===== config.mk =====
export PLATFORM = sky130hd
export DESIGN_NAME = be_rule_check
export DESIGN_NICKNAME = d
export VERILOG_FILES = /design/src/rtl/be_rule_check.sv
export SDC_FILE = /design/constraint.sdc
export NUM_CORES = 1
export LEC_CHECK = 0
export ABC_AREA = 1
export ABC_CLOCK_PERIOD_IN_PS = 2800
export BUFFER_PORTS_ARGS = -buffer_cell sky130_fd_sc_hd__buf_2
export CAP_MARGIN = 30
export CORE_AREA = 2 2 39 41
export DETAILED_ROUTE_END_ITERATION = 16
export DIE_AREA = 0 0 41 43
export HOLD_SLACK_MARGIN = 0.12
export PLACE_DENSITY = 0.72
export SYNTH_ARGS = -nofsm -noshare
export SYNTH_HDL_FRONTEND = slang
export SYNTH_SLANG_ARGS = --single-unit

===== constraint.sdc =====
create_clock -name clk -period 2.8 [get_ports clk]
set_clock_uncertainty 0.2 [all_clocks]
set_input_delay 0.14 -clock clk [delete_from_list [all_inputs] [get_ports clk]]
set_output_delay 0.14 -clock clk [all_outputs]
set_load 0.02 [all_outputs]

===== src/rtl/be_rule_check.sv =====
module be_rule_check #(
  parameter int LEN_W = 10,
  parameter int BE_W  = 4,
  parameter int ERR_W = 3
) (
  input  logic             clk,
  input  logic             rst_n,
  input  logic             req_valid,
  input  logic             req_is_write,
  input  logic [LEN_W-1:0] req_len,
  input  logic [BE_W-1:0]  req_first_be,
  input  logic [BE_W-1:0]  req_last_be,
  output logic             out_valid,
  output logic             out_legal,
  output logic [ERR_W-1:0] out_err,
  output logic             out_noop,
  output logic             out_flush
);

  localparam logic [ERR_W-1:0] E_NONE      = ERR_W'(0);
  localparam logic [ERR_W-1:0] E_SGL_LAST  = ERR_W'(1);
  localparam logic [ERR_W-1:0] E_FIRST_0   = ERR_W'(2);
  localparam logic [ERR_W-1:0] E_LAST_0    = ERR_W'(3);
  localparam logic [ERR_W-1:0] E_FIRST_GAP = ERR_W'(4);
  localparam logic [ERR_W-1:0] E_LAST_GAP  = ERR_W'(5);

  wire is_one  = (req_len == LEN_W'(1));
  wire is_two  = (req_len == LEN_W'(2));
  wire is_long = !is_one && !is_two;

  wire first_zero = (req_first_be == '0);
  wire last_zero  = (req_last_be  == '0);

  wire [BE_W-1:0] first_inv = ~req_first_be;
  wire head_run_ok = ((first_inv & (first_inv + BE_W'(1))) == '0);
  wire tail_run_ok = ((req_last_be & (req_last_be + BE_W'(1))) == '0);

  logic [ERR_W-1:0] err_c;
  always_comb begin
    err_c = E_NONE;
    if (is_one) begin
      if (!last_zero) err_c = E_SGL_LAST;
    end else if (first_zero)                err_c = E_FIRST_0;
    else if (last_zero)                     err_c = E_LAST_0;
    else if (is_long && !head_run_ok)       err_c = E_FIRST_GAP;
    else if (is_long && !tail_run_ok)       err_c = E_LAST_GAP;
  end

  wire legal_c = (err_c == E_NONE);
  wire empty_1 = is_one && first_zero && legal_c;

  always_ff @(posedge clk) begin
    if (!rst_n) begin
      out_valid <= 1'b0;
      out_legal <= 1'b0;
      out_err   <= E_NONE;
      out_noop  <= 1'b0;
      out_flush <= 1'b0;
    end else begin
      out_valid <= req_valid;
      out_legal <= req_valid && legal_c;
      out_err   <= req_valid ? err_c : E_NONE;
      out_noop  <= req_valid && empty_1 && req_is_write;
      out_flush <= req_valid && empty_1 && !req_is_write;
    end
  end

endmodule


==> impl_metrics.tcl <==
set metrics [dict create \
    avgSynthCellArea_um2 6.161 \
    final_cells 119 \
    dieArea_mm2 0.001763 \
    setup_viol 0 \
    grtUsageTotal_pct 12.90 \
    area_growth_pct 58.15 \
    p_comb_share_pct 21.6 \
    maxCapViolCount 0 \
    mappedNetlistArea_um2 406.6 \
    yosys_warnings 0 \
    n_antenna_cell 0 \
    vdd_drop_max_v 0.00009798 \
    detailedRoute.firstIterationViolations 5 \
    grtUsageMet2_pct 17.81 \
    hold_violations 0 \
    cts_htree_levels 1 \
    pin_count 29 \
    cts_tree "built" \
    crit_type "in -> reg" \
    dieWidth_um 41 \
    drive_above_1_share_pct 34.95 \
    drc 0 \
    synth_cell_type_count 14 \
    fp.dieH_um 43 \
    grt_max_degree 6 \
    clkSinkCount 7 \
    grt_setup_unrepaired "false" \
    grt_pass1_vias 414 \
    seq_power_share_pct 41.5 \
    max-slew-margin-rel_pct 84.07 \
    final_area_um2 643.1 \
    vias 499 \
    dp_cells 110 \
    postRouteWirelength_um 927 \
    p_leak_nw 0.3652 \
    layout_setup_ws_ns 1.292 \
    drtPass1Iterations 4 \
    gp_congestion 0.7091 \
    synth_nets 88 \
    post_cts_resized 0 \
    grt-ovfl-total 0 \
    max_freq_mhz 663.2 \
    nFillCells 147 \
    cts_buffer_depth 2 \
    max_slew.worst_pin.slew_ns 0.2368 \
    antenna_left 0 \
    crit_path_end_kind "register" \
    arrival_ns 1.46 \
    switchingPower_w 0.00006519 \
    place_area_um2 566.8 \
    vias_per_cell 4.193 \
    status "complete, no violations" \
    globalRoute.busiestLayer "met2" \
    grtUsageMet3_pct 3.141 \
    antenna_found_initial 0 \
    routedWlPerCell_um 7.790 \
    drv_slew 0 \
    worstPathRequired_ns 2.75 \
    clk_pin_slew_ns 0.05 \
    pre_cts_ws_ns 1.453 \
    period_share_pct 53.85 \
    core_mm2 0.001384 \
    power.share.clock_pct 36.8 \
    start_util_pct 29.39 \
    cts_root_buf "clkbuf_4" \
    rows 14 \
    swShare_pct 26.20 \
    synth_cells 66 \
    min_path_type "in -> reg" \
    fin_crit_ns 1.508 \
    intPower_w 0.0001836 \
    cts_buffers 3 \
    cts_hold_buf 5 \
    cp_max_fo 2 \
    grt_pass1_wl_um 1511 \
    ys_seq_elements 7 \
    p_per_area_mw_per_mm2 386.9 \
    met1_usage_pct 15.24 \
    cp-start-kind "primary input" \
    post_cts_buffers 0 \
    tns_ns 0 \
    port_buffers 28 \
    layout.nets 126 \
    ys_seq_area_share_pct 34.46 \
]
## routing by layer
layer  up-vias  part of all wire, %
li1        272                    -
met5         -                    0
met2        17                   50
met1       206                   39
met3         4                  7.3
met4         0                  2.8
## worst max-delay path: stages
cell and delay, ns:
dlygate4sd3_1 0.54, buf_2 0.13, nand2_1 0.05, dlygate4sd3_1 0.55, nor2_1 0.04
## cell usage after synthesis
cell | instances | area, µm²
nand3b_1 | 1 | 7.510
inv_2 | 1 | 3.750
nand2_2 | 2 | 12.51
nor2_4 | 1 | 11.26
inv_1 | 10 | 37.54
nand4_1 | 1 | 6.260
nor3b_2 | 1 | 12.51
nand3_1 | 4 | 20.02
dfxtp_1 | 7 | 140.1
nand2_1 | 18 | 67.56
a21oi_1 | 3 | 15.01
a21boi_0 | 1 | 7.510
xor2_1 | 1 | 8.760
nor2_1 | 15 | 56.30
## placed cells by master, fill, tap and decap left out, drive strengths merged
cell / n
buf: 28
nand2: 20
nor2: 16
inv: 11
dfxtp: 7
dlygate4sd3: 5
nand3: 4
clkbuf: 4
a21oi: 3
xor2: 1
a21boi: 1
nand3b: 1
nor3b: 1
nand4: 1
## layout make-up
type / count / area (µm²) / area share (%)
clock buffers: 4 / 26.28 / 4.086
repair buffers: 33 / 190.2 / 29.57
inverters: 11 / 41.29 / 6.420
multi-input cells: 48 / 225.2 / 35.02
flip-flops and latches: 7 / 140.1 / 21.79
well taps: 16 / 20.02 / 3.113
## power groups by stage
stage | Sequential, W | Clock (W) | Combinational, W
global placement | 0.000105 | 0 | 0.0000476
finish | 0.000103 | 0.0000917 | 0.0000538
CTS | 0.000103 | 0.0000953 | 0.0000541
global route | 0.000104 | 0.0000988 | 0.0000609
detailed placement | 0.000105 | 0 | 0.0000487
floorplan | 0.000109 | 0 | 0.0000227
## registers in the layout (all words and copies together), names as in the netlist
| register | count |
|---|---|
| out_valid | 1 |
| out_flush | 1 |
| out_err | 3 |
| out_noop | 1 |
| out_legal | 1 |
## cells by family (layout without fill, tap and decap cells)
family,after synthesis,count (layout),share of synthesized area (%)
flip-flops,7,7,34.46
XOR/XNOR,1,1,2.154
AO/OA/AOI/OAI,4,4,5.538
buffers and inverters,11,48,10.15
AND/OR/NAND/NOR,43,43,47.69
## through the flow
stage / hold slack (ns) / power (W) / util, %
2_1_floorplan: 0.05917 / 0.0001320 / -
4_1_cts: 0.1412 / 0.0002527 / 46.47
3_3_place_gp: 0.1838 / 0.0001528 / 40.96
6_report: 0.1406 / 0.0002488 / 46.47
5_1_grt: 0.2011 / 0.0002632 / 46.47
3_5_place_dp: 0.1855 / 0.0001540 / 40.96
## path summary, 6_finish.rpt
| path | start | end | cells past startpoint | slack (ns) |
|---|---|---|---|---|
| max | req_is_write | out_noop | 5 | 1.29 |
| min | req_len[0] | out_err[2] | 5 | 0.14 |
(Power assumes the default switching activity.)
